===== config.mk =====
export PLATFORM = sky130hd
export DESIGN_NAME = cmdq_engine_seq
export DESIGN_NICKNAME = d
export VERILOG_FILES = /design/src/rtl/cmdq_pkg.sv /design/src/rtl/cmdq_fifo.sv /design/src/rtl/cmdq_csr.sv /design/src/rtl/cmdq_cipher_stub.sv /design/src/rtl/cmdq_seq.sv /design/src/rtl/cmdq_engine_seq.sv
export SDC_FILE = /design/constraint.sdc
export NUM_CORES = 1
export LEC_CHECK = 0
export BUFFER_PORTS_ARGS = -buffer_cell sky130_fd_sc_hd__buf_2
export CAP_MARGIN = 10
export CORE_MARGIN = 2
export CORE_UTILIZATION = 53
export DETAILED_ROUTE_END_ITERATION = 8
export GPL_TIMING_DRIVEN = 0
export PLACE_DENSITY = 0.77
export REMOVE_ABC_BUFFERS = 1
export SYNTH_ARGS = -nofsm -noshare
export SYNTH_HDL_FRONTEND = slang
export SYNTH_SLANG_ARGS = --single-unit
export TNS_END_PERCENT = 20

===== constraint.sdc =====
create_clock -name clk -period 4.7 [get_ports clk]
set_clock_uncertainty 0.2 [all_clocks]
set_input_delay 0.47 -clock clk [delete_from_list [all_inputs] [get_ports clk]]
set_output_delay 0.47 -clock clk [all_outputs]
set_load 0.05 [all_outputs]

===== src/rtl/cmdq_pkg.sv =====
package cmdq_pkg;

  localparam logic [5:0] OP_ENG_RUN  = 6'h0E;
  localparam logic [5:0] OP_SRC_SET  = 6'h10;
  localparam logic [5:0] OP_XFER_END = 6'h11;
  localparam logic [5:0] OP_TBL_LOAD = 6'h15;
  localparam logic [5:0] OP_MEM_COPY = 6'h22;

  localparam int EV_CMD_ERR  = 0;
  localparam int EV_Q_OVF    = 1;
  localparam int EV_XFER     = 4;
  localparam int EV_COPY     = 5;
  localparam int EV_W        = 6;
  localparam logic [EV_W-1:0] EV_MASK = 6'h33;

  localparam int FL_ENG_BUSY = 8;
  localparam int FL_Q_EMPTY  = 9;
  localparam int FL_MV_BUSY  = 10;

  localparam logic [1:0] RI_CMD = 2'd0;
  localparam logic [1:0] RI_STS = 2'd1;
  localparam logic [1:0] RI_IEN = 2'd2;

  typedef enum logic [2:0] {
    ST_IDLE,
    ST_SRC_OPND,
    ST_MEM_OPND,
    ST_ENGINE,
    ST_MOVE,
    ST_KEYLD
  } seq_state_e;

endpackage


===== src/rtl/cmdq_fifo.sv =====
module cmdq_fifo #(
  parameter int DEPTH = 5,
  parameter int W     = 32,
  parameter int CW    = $clog2(DEPTH + 1)
) (
  input  logic          clk,
  input  logic          rst_n,
  input  logic          push,
  input  logic [W-1:0]  din,
  input  logic          pop,
  output logic [W-1:0]  dout,
  output logic          full,
  output logic          empty,
  output logic [CW-1:0] count
);
  localparam int PW = (DEPTH > 1) ? $clog2(DEPTH) : 1;

  logic [W-1:0]  mem [DEPTH];
  logic [PW-1:0] wr_ptr, rd_ptr;
  logic          do_push, do_pop;

  assign full    = (count == CW'(DEPTH));
  assign empty   = (count == '0);
  assign do_push = push && !full;
  assign do_pop  = pop && !empty;
  assign dout    = mem[rd_ptr];

  function automatic logic [PW-1:0] wrap_inc(input logic [PW-1:0] p);
    return (p == PW'(DEPTH - 1)) ? '0 : p + PW'(1);
  endfunction

  always_ff @(posedge clk) begin
    if (!rst_n) begin
      wr_ptr <= '0;
      rd_ptr <= '0;
      count  <= '0;
    end else begin
      if (do_push) wr_ptr <= wrap_inc(wr_ptr);
      if (do_pop)  rd_ptr <= wrap_inc(rd_ptr);
      case ({do_push, do_pop})
        2'b10:   count <= count + CW'(1);
        2'b01:   count <= count - CW'(1);
        default: count <= count;
      endcase
    end
  end

  always_ff @(posedge clk) begin
    if (do_push) mem[wr_ptr] <= din;
  end
endmodule


===== src/rtl/cmdq_csr.sv =====
module cmdq_csr
  import cmdq_pkg::*;
(
  input  logic            clk,
  input  logic            rst_n,
  input  logic            host_we,
  input  logic [1:0]      host_addr,
  input  logic [31:0]     host_wdata,
  input  logic [EV_W-1:0] ev_set,
  input  logic            fl_eng_busy,
  input  logic            fl_q_empty,
  input  logic            fl_mv_busy,
  output logic [31:0]     host_rdata,
  output logic            irq
);
  logic [EV_W-1:0] sts_q, ien_q, sts_d;

  always_comb begin
    sts_d = sts_q;
    if (host_we && host_addr == RI_STS) sts_d = sts_d & ~host_wdata[EV_W-1:0];
    sts_d = (sts_d | ev_set) & EV_MASK;
  end

  always_ff @(posedge clk) begin
    if (!rst_n) begin
      sts_q <= '0;
      ien_q <= '0;
    end else begin
      sts_q <= sts_d;
      if (host_we && host_addr == RI_IEN) ien_q <= host_wdata[EV_W-1:0] & EV_MASK;
    end
  end

  always_comb begin
    host_rdata = '0;
    case (host_addr)
      RI_STS: begin
        host_rdata[EV_W-1:0]   = sts_q;
        host_rdata[FL_ENG_BUSY] = fl_eng_busy;
        host_rdata[FL_Q_EMPTY]  = fl_q_empty;
        host_rdata[FL_MV_BUSY]  = fl_mv_busy;
      end
      RI_IEN:  host_rdata[EV_W-1:0] = ien_q;
      default: host_rdata = '0;
    endcase
  end

  assign irq = |(sts_q & ien_q);
endmodule


===== src/rtl/cmdq_cipher_stub.sv =====
module cmdq_cipher_stub #(
  parameter int CYC_PER_BLK = 176,
  parameter int BLK_W       = 12,
  parameter int CNT_W       = BLK_W + $clog2(CYC_PER_BLK + 1)
) (
  input  logic             clk,
  input  logic             rst_n,
  input  logic             start,
  input  logic [BLK_W-1:0] nblk_m1,
  output logic             busy
);
  logic [CNT_W-1:0] left_q;
  logic [CNT_W-1:0] load_val;

  assign load_val = (CNT_W'(nblk_m1) + CNT_W'(1)) * CNT_W'(CYC_PER_BLK);
  assign busy     = (left_q != '0);

  always_ff @(posedge clk) begin
    if (!rst_n)      left_q <= '0;
    else if (start)  left_q <= load_val;
    else if (busy)   left_q <= left_q - CNT_W'(1);
  end
endmodule


===== src/rtl/cmdq_seq.sv =====
module cmdq_seq
  import cmdq_pkg::*;
#(
  parameter int BLK_W = 12,
  parameter int WC_W  = 8
) (
  input  logic             clk,
  input  logic             rst_n,
  input  logic [31:0]      head,
  input  logic             q_empty,
  output logic             pop,
  output logic             eng_start,
  output logic [BLK_W-1:0] eng_nblk_m1,
  input  logic             eng_busy,
  output logic [31:0]      eng_src_addr,
  output logic             mv_req,
  output logic             mv_dir,
  output logic [31:0]      mv_ext_addr,
  output logic [WC_W-1:0]  mv_words,
  input  logic             mv_ack,
  output logic             kl_valid,
  output logic [2:0]       kl_slot,
  output logic [16:0]      kl_ram_addr,
  input  logic             kl_ready,
  output logic [EV_W-1:0]  ev_set,
  output logic             seq_idle
);
  seq_state_e state_q, state_d;
  logic [5:0] opc;
  logic       tbl_ok;
  logic       cap_src, cap_mem_hdr, cap_mem_addr, cap_tbl;

  assign opc    = head[31:26];
  assign tbl_ok = (head[25:24] == 2'd3) && head[23] && head[20];

  always_comb begin
    state_d      = state_q;
    pop          = 1'b0;
    eng_start    = 1'b0;
    cap_src      = 1'b0;
    cap_mem_hdr  = 1'b0;
    cap_mem_addr = 1'b0;
    cap_tbl      = 1'b0;
    ev_set       = '0;
    case (state_q)
      ST_IDLE: if (!q_empty) begin
        pop = 1'b1;
        case (opc)
          OP_ENG_RUN: begin
            eng_start = 1'b1;
            state_d   = ST_ENGINE;
          end
          OP_SRC_SET:  state_d = ST_SRC_OPND;
          OP_XFER_END: ev_set[EV_XFER] = 1'b1;
          OP_MEM_COPY: begin
            cap_mem_hdr = 1'b1;
            state_d     = ST_MEM_OPND;
          end
          OP_TBL_LOAD: begin
            if (tbl_ok) begin
              cap_tbl = 1'b1;
              state_d = ST_KEYLD;
            end else begin
              ev_set[EV_CMD_ERR] = 1'b1;
            end
          end
          default: ev_set[EV_CMD_ERR] = 1'b1;
        endcase
      end
      ST_SRC_OPND: if (!q_empty) begin
        pop     = 1'b1;
        cap_src = 1'b1;
        state_d = ST_IDLE;
      end
      ST_MEM_OPND: if (!q_empty) begin
        pop          = 1'b1;
        cap_mem_addr = 1'b1;
        state_d      = ST_MOVE;
      end
      ST_ENGINE: if (!eng_busy) state_d = ST_IDLE;
      ST_MOVE: if (mv_ack) begin
        ev_set[EV_COPY] = 1'b1;
        state_d         = ST_IDLE;
      end
      ST_KEYLD: if (kl_ready) state_d = ST_IDLE;
      default: state_d = ST_IDLE;
    endcase
  end

  always_ff @(posedge clk) begin
    if (!rst_n) begin
      state_q      <= ST_IDLE;
      eng_src_addr <= '0;
      mv_dir       <= 1'b0;
      mv_words     <= '0;
      mv_ext_addr  <= '0;
      kl_slot      <= '0;
      kl_ram_addr  <= '0;
    end else begin
      state_q <= state_d;
      if (cap_src)      eng_src_addr <= head;
      if (cap_mem_hdr) begin
        mv_dir   <= head[25];
        mv_words <= head[12 +: WC_W];
      end
      if (cap_mem_addr) mv_ext_addr <= head;
      if (cap_tbl) begin
        kl_slot     <= head[19:17];
        kl_ram_addr <= head[16:0];
      end
    end
  end

  assign eng_nblk_m1 = head[BLK_W-1:0];
  assign mv_req      = (state_q == ST_MOVE);
  assign kl_valid    = (state_q == ST_KEYLD);
  assign seq_idle    = (state_q == ST_IDLE);
endmodule


===== src/rtl/cmdq_engine_seq.sv =====
module cmdq_engine_seq
  import cmdq_pkg::*;
#(
  parameter int QDEPTH      = 5,
  parameter int CYC_PER_BLK = 176,
  parameter int BLK_W       = 12,
  parameter int WC_W        = 8
) (
  input  logic            clk,
  input  logic            rst_n,
  input  logic            host_we,
  input  logic [1:0]      host_addr,
  input  logic [31:0]     host_wdata,
  output logic [31:0]     host_rdata,
  output logic            irq,
  output logic            mv_req,
  output logic            mv_dir,
  output logic [31:0]     mv_ext_addr,
  output logic [WC_W-1:0] mv_words,
  input  logic            mv_ack,
  output logic            kl_valid,
  output logic [2:0]      kl_slot,
  output logic [16:0]     kl_ram_addr,
  input  logic            kl_ready,
  output logic            eng_busy,
  output logic [31:0]     eng_src_addr
);
  localparam int QC_W = $clog2(QDEPTH + 1);

  logic             q_push, q_pop, q_full, q_empty;
  logic [31:0]      q_head;
  logic [QC_W-1:0]  q_count;
  logic             eng_start;
  logic [BLK_W-1:0] eng_nblk_m1;
  logic [EV_W-1:0]  ev_seq, ev_all;
  logic             seq_idle;
  logic             flag_qempty;

  assign q_push      = host_we && (host_addr == RI_CMD);
  assign flag_qempty = q_empty && seq_idle;

  always_comb begin
    ev_all = ev_seq;
    ev_all[EV_Q_OVF] = q_push && q_full;
  end

  cmdq_fifo #(.DEPTH(QDEPTH), .W(32), .CW(QC_W)) u_fifo (
    .clk(clk), .rst_n(rst_n),
    .push(q_push), .din(host_wdata), .pop(q_pop),
    .dout(q_head), .full(q_full), .empty(q_empty), .count(q_count)
  );

  cmdq_seq #(.BLK_W(BLK_W), .WC_W(WC_W)) u_seq (
    .clk(clk), .rst_n(rst_n),
    .head(q_head), .q_empty(q_empty), .pop(q_pop),
    .eng_start(eng_start), .eng_nblk_m1(eng_nblk_m1), .eng_busy(eng_busy),
    .eng_src_addr(eng_src_addr),
    .mv_req(mv_req), .mv_dir(mv_dir), .mv_ext_addr(mv_ext_addr),
    .mv_words(mv_words), .mv_ack(mv_ack),
    .kl_valid(kl_valid), .kl_slot(kl_slot), .kl_ram_addr(kl_ram_addr),
    .kl_ready(kl_ready),
    .ev_set(ev_seq), .seq_idle(seq_idle)
  );

  cmdq_cipher_stub #(.CYC_PER_BLK(CYC_PER_BLK), .BLK_W(BLK_W)) u_stub (
    .clk(clk), .rst_n(rst_n),
    .start(eng_start), .nblk_m1(eng_nblk_m1), .busy(eng_busy)
  );

  cmdq_csr u_csr (
    .clk(clk), .rst_n(rst_n),
    .host_we(host_we), .host_addr(host_addr), .host_wdata(host_wdata),
    .ev_set(ev_all),
    .fl_eng_busy(eng_busy), .fl_q_empty(flag_qempty), .fl_mv_busy(mv_req),
    .host_rdata(host_rdata), .irq(irq)
  );
endmodule


; Word level (Yosys, flattened, before mapping)
; Memory sizes are Yosys's and may differ from the RTL's. A register that Yosys moved wholly into a read port is not among the register bits.
; Cells that the tools add are included.
[word_totals]
latch_bits = 0
ff_bits = 135
input_bits = 39
ramBits = 160
out_inout_bits = 129
elab_cells = 120
memories = 1
mem_bits_ro = 0
[op_classes]
n_reduce_logical = 22
n_bitwise = 5
div = 0
shift = 0
n_mux = 44
n_eq_ne = 26
mul = 1
add_sub_neg = 6
order_cmp = 0
[mem_list]
columns = memory, words, word_bits, read_ports, rd_clocked_by_memory_dff, wr, line
row1 = u_fifo.mem, 5, 32, 1, 1, 1, cmdq_fifo.sv:18  ; logic [W-1:0] mem [DEPTH];
[op_table]
columns = op, n
row1 = $mux W20, 2
row2 = $mux W3, 12
row3 = $mux W1, 24
row4 = $mul A20 B4 Y16 const B, 1
row5 = $reduce_bool A20 Y1, 1
row6 = $sub A20 B1 Y20 const B, 1
row7 = $eq A6 B5 Y1 const B, 3
row8 = $pmux W3 S6, 1
row9 = $eq A3 B3 Y1 const B, 5
row10 = $add A12 B1 Y13 const B, 1
row11 = $and A6 B6 Y6, 2
row12 = $pmux W3 S4, 1
row13 = $pmux W6 S2, 1
row14 = $ne A2 B2 Y1 const B, 5
row15 = $add A3 B1 Y3 const B, 3
row16 = $logic_and A1 B1 Y1, 9
row17 = $reduce_and A8 Y1, 1
row18 = $eq A2 B2 Y1 const B, 3
row19 = $eq A3 B2 Y1 const B, 2
row20 = $eq A6 B4 Y1 const B, 1
row21 = $eq A6 B6 Y1 const B, 1
row22 = $logic_not A3 Y1, 2
row23 = $mux W6, 1
row24 = $not A6 Y6, 1
row25 = other kinds (17), 20

; Longest topological paths before layout
[depth]
depth_word = 8
ltp_mapped = 23
depth_no_buf = 22

; By module
; From an unflattened synthesis, not the netlist that was laid out.
[unflattened]
hier_cells = 1157
area_unflattened_um2 = 13716.9
[by_module_without_submodules]
columns = mod, area_each_um2, cells_per_inst, instances, seq_area_each_um2
row1 = cmdq_fifo, 6560.0, 302, 1, 5044.8
row2 = cmdq_seq, 4013.8, 465, 1, 1921.8
row3 = cmdq_cipher_stub, 2468.6, 307, 1, 400.4
row4 = cmdq_csr, 648.1, 80, 1, 160.2
row5 = cmdq_engine_seq, 26.3, 3, 1, 0.0

; Worst setup path after synthesis
; Ideal clock, no wire load.
[synth_path]
path_type = input -> register
from = input host_addr[0]
to = memory u_fifo.mem[4][0], enable pin
setup_slack_ns = -0.374
n_path_buf = 0
setup_time_ns = 0.513
path_stages = 4
t_arrival_ns = 4.361
required_ns = 3.987
path_cell_list = inv_1 ha_1 nand3_1 nor4b_1
[synth_via]
elab_chain_len = 5
[synth_lines]
columns = element, line
row1 = "start, declared", cmdq_engine_seq.sv:12  ; input logic [1:0] host_addr,
row2 = $logic_not A2 Y1, cmdq_engine_seq.sv:39  ; assign q_push = host_we && (host_addr == RI_CMD);
row3 = $logic_and A1 B1 Y1, cmdq_engine_seq.sv:39
row4 = $logic_and A1 B1 Y1, cmdq_fifo.sv:24  ; assign do_push = push && !full;
row5 = $mux W1, cmdq_fifo.sv:49  ; if (do_push) mem[wr_ptr] <= din;
row6 = $mux W1 (implied by the code), cmdq_fifo.sv:49
row7 = "end, declared", cmdq_fifo.sv:18
; No other way between the ends.

==> flow_summary.yaml <==
status:
  status: "finished, violations left"
  violations: "negative setup slack"
detailed_routing:
  drtIter0Drc: 565
  routed-via-count: 9474
  drc: 0
  viasPerCell: 5.53
  antenna_left: 0
  wl_um: 32500
  wl_per_cell_um: 19.0
  dr.pass1.iters: 5
logic_synthesis:
  yosys_warnings: 0
  syn-cell-area_um2: 13300
  synthesis.instances: 1123
  syn_area_per_cell_um2: 11.9
  yosysUniqueCellTypes: 72
  synth-edff-count: 160
  synth_area_leader_cell: "edfxtp_1"
  netlist_top_cells_area: "edfxtp_1, dfxtp_1, mux2i_1"
  synth_ff_type: "edfxtp_1"
  ys_seq_elements: 296
  synth_top_area_share_pct: 36.0
  yosysSeqAreaShare_pct: 56.5
  ys_async_sr_fraction_pct: 0
power_and_ir_drop:
  power_density_nw_per_um2: 687
  vdd_drop_max_mv: 0.532
  power_switching_mw: 4.44
  pwr-share-clk_pct: 21.7
  p_seq_share_pct: 26.3
  p_leak_nw: 6.71
  comb_power_share_pct: 52.1
  internal_power_mw: 7.08
  swShare_pct: 38.5
hold_path:
  whs_endpoint: "u_fifo.mem[3][5]"
  min_from: "host_wdata[5]"
  hold_path_depth: 1
  hold_class: "input pin to register"
placed_design:
  port_buffers: 142
  place_ws_ns: -2.76
  routabilityCongestion: 0.845
  hpwlAfterDp_um: 20600
timing:
  finalCritPeriodShare_pct: 100
  final-max-slew-violation-count: 0
  finalWorstSetupSlack_ns: -0.0170
  tns_ns: -0.0170
  hold_viol: 0
  rsz0062_at_grt: "yes"
  finalSetupViolations: 1
  worst_pin_slew_ns: 0.988
  min_period_ns: 4.72
  clock.fmax_mhz: 212
  relSlewSlack_pct: 33.9
setup_path:
  r2r-end: "u_stub.left_q[18]"
  endpoint_kind: "register"
  r2r_cells: 22
  cp_max_fo: 7
  cp.arrival_ns: 4.95
  worst-setup-path-type: "register to register"
  critPathLaunchType: "register"
  r2r_slack_ns: -0.02
  worstPathRequired_ns: 4.93
clock_network:
  cts_buffers: 29
  ctsHtreeMaxLevel: 1
  cts_tree: "done"
  clock_latency_ns: 0.56
  cts_sinks: 296
  root_buffer: "clkbuf_16"
  clkSlewWorstSetupHoldPaths_ns: 0.07
  cts_buffer_depth: 3
floorplan:
  core-area_um2: 25000
  die_w_um: 163
  dieArea_um2: 26400
  die_h_um: 163
  initial_core_util_pct: 53.4
  io_pins: 168
  rows: 58
cells_and_area:
  antennaDiodeCount: 0
  nNetsFinal: 1449
  drive_gt1_share_pct: 28.1
  area_delta_synth_final_pct: 25.8
  nFillCells: 1750
  fin_util_pct: 67.2
grt:
  grt_pass1_wl_um: 49600
  antenna_found_initial: 0
  grt_max_degree: 71
  overflow: 0
  grt_pass1_vias: 9460
  grt_usage_pct: 24.0
job:
  drv_cap: 0
stage by stage:
stage | area (um2) | power, mW | hold WS, ns | std cells
after floorplan | 13000 | 6.80 | 0.249 | 1071
after global placement | 14100 | 7.59 | 0.251 | 1543
after detailed placement | 14500 | 7.73 | 0.268 | 1577
after CTS | 16400 | 10.7 | 0.0144 | 1684
after global routing | 16800 | 12.2 | 0.0173 | 1712
final | 16800 | 11.5 | 0.0315 | 1712
layout by cell type (no fill, tap or decap), types with 25 or more instances in the layout:
master and n:
a211oi_1 59, a21oi_1 42, buf_2 142, buf_4 71
clkbuf_16 32, conb_1 25, dfxtp_1 133, dlygate4sd3_1 32
edfxtp_1 160, ha_1 33, inv_1 62, mux2i_1 52
nand2_1 58, nand3_1 28, nor2_1 125
state kept, by name, summed over array words and instances (netlist names), named ones only:
signal / flops
u_seq.mv_ext_addr: 32
u_fifo.mem: 160
u_stub.left_q: 20
u_fifo.rd_ptr: 3
u_seq.kl_slot: 3
u_seq.eng_src_addr: 32
u_csr.sts_q: 4
u_fifo.count: 3
u_seq.state_q: 3
u_fifo.wr_ptr: 3
u_seq.mv_words: 8
u_csr.ien_q: 4
u_seq.kl_ram_addr: 17
u_seq.mv_dir: 1
timing repair:
action,4_1_cts,5_1_grt
pin swaps,6,29
setup endpoints to repair,33,7
endpoints found under the hold margin,156,0
hold buffers,32,0
setup buffers,19,27
gates cloned,2,1
gates resized for setup,52,34
final cells by class:
type / count / area, um2 / share of cell area [%]
Sequential cell: 296 / 7540 / 44.9
Multi-Input combinational cell: 707 / 5670 / 33.8
Timing Repair Buffer: 256 / 1800 / 10.7
Clock buffer: 37 / 838 / 5.00
Tap cell: 330 / 413 / 2.46
Inverter: 68 / 287 / 1.71
Clock inverter: 17 / 215 / 1.28
Timing Repair inverter: 1 / 16.3 / 0.0969
how the worst max path moves through the flow:
stage | depth (start not counted) | slack, ns | end | from
after global routing | 22 | -0.26 | u_stub.left_q[18] | register
after CTS | 22 | -0.003 | u_stub.left_q[18] | register
after global placement | 4 | -5.71 | u_seq.mv_ext_addr[29] | u_fifo.count[0]
after detailed placement | 22 | -2.76 | u_stub.left_q[18] | register
after floorplan | 4 | -1.76 | u_seq.mv_ext_addr[29] | u_fifo.count[0]
final | 22 | -0.02 | u_stub.left_q[18] | register
worst max-delay path: stages (launching register included):
cell and delay (ns):
dfxtp_4 0.38, mux4_2 0.37, mux2i_4 0.09, inv_2 0.11
ha_4 0.19, o221ai_4 0.12, a2111oi_4 0.46, nand2_2 0.18
nor3_4 0.16, xor2_1 0.21, inv_1 0.09, ha_1 0.28
inv_1 0.05, fa_1 0.51, inv_2 0.05, ha_4 0.24
a21oi_2 0.13, nor2_1 0.06, o21a_1 0.18, a311oi_2 0.20
xnor2_1 0.11, a22oi_1 0.15, nor2_1 0.05
cells by family (layout without fill, tap and decap cells):
family | after synthesis | after routing | synth area share, %
buf+inv | 144 | 379 | 5.05
mux | 99 | 99 | 9.92
flops | 296 | 296 | 56.5
fa+ha+maj | 51 | 51 | 5.41
compound gates | 172 | 172 | 8.73
xor+xnor | 47 | 47 | 3.09
simple gates | 313 | 313 | 11.3
other cells | 1 | 25 | 0.0281
synth_stat cells, drive strengths merged (3+ instances only):
cell type,n
or4,3
and2,14
a31oi,5
nand4,4
ha,40
nor4b,4
and3,4
nand3,29
dfxtp,136
a22oi,10
a311oi,3
xnor2,27
o22ai,6
o211ai,3
xor2,20
fa,11
a21oi,46
buf,43
or3,9
nor4,12
mux2,16
nand2b,8
clkbuf,33
nand2,60
o21ai,14
or2,6
edfxtp,160
inv,67
a211oi,60
nor3b,4
mux2i,59
nor2b,8
mux4,24
nor2,127
nand3b,3
nor3,13
o31ai,3
a21o,5
routing by layer:
| layer | up-vias | track usage, % | wire, um |
|---|---|---|---|
| li1 | 4477 | - | - |
| met1 | 4631 | 30.0 | 13100 |
| met2 | 309 | 42.9 | 16700 |
| met3 | 57 | 4.00 | 1890 |
| met4 | 0 | 6.92 | 719 |
| met5 | - | 0 | 0 |
power groups by stage:
stage          Combinational, mW  Clock (mW)  Sequential (mW)
2_1_floorplan               3.58           0             3.23
3_3_place_gp                4.43           0             3.17
3_5_place_dp                4.64           0             3.09
4_1_cts                     5.17        2.53             3.02
5_1_grt                     6.59        2.62             3.04
6_report                    6.00        2.50             3.03
Note: power is estimated with default switching activity, not from simulation.
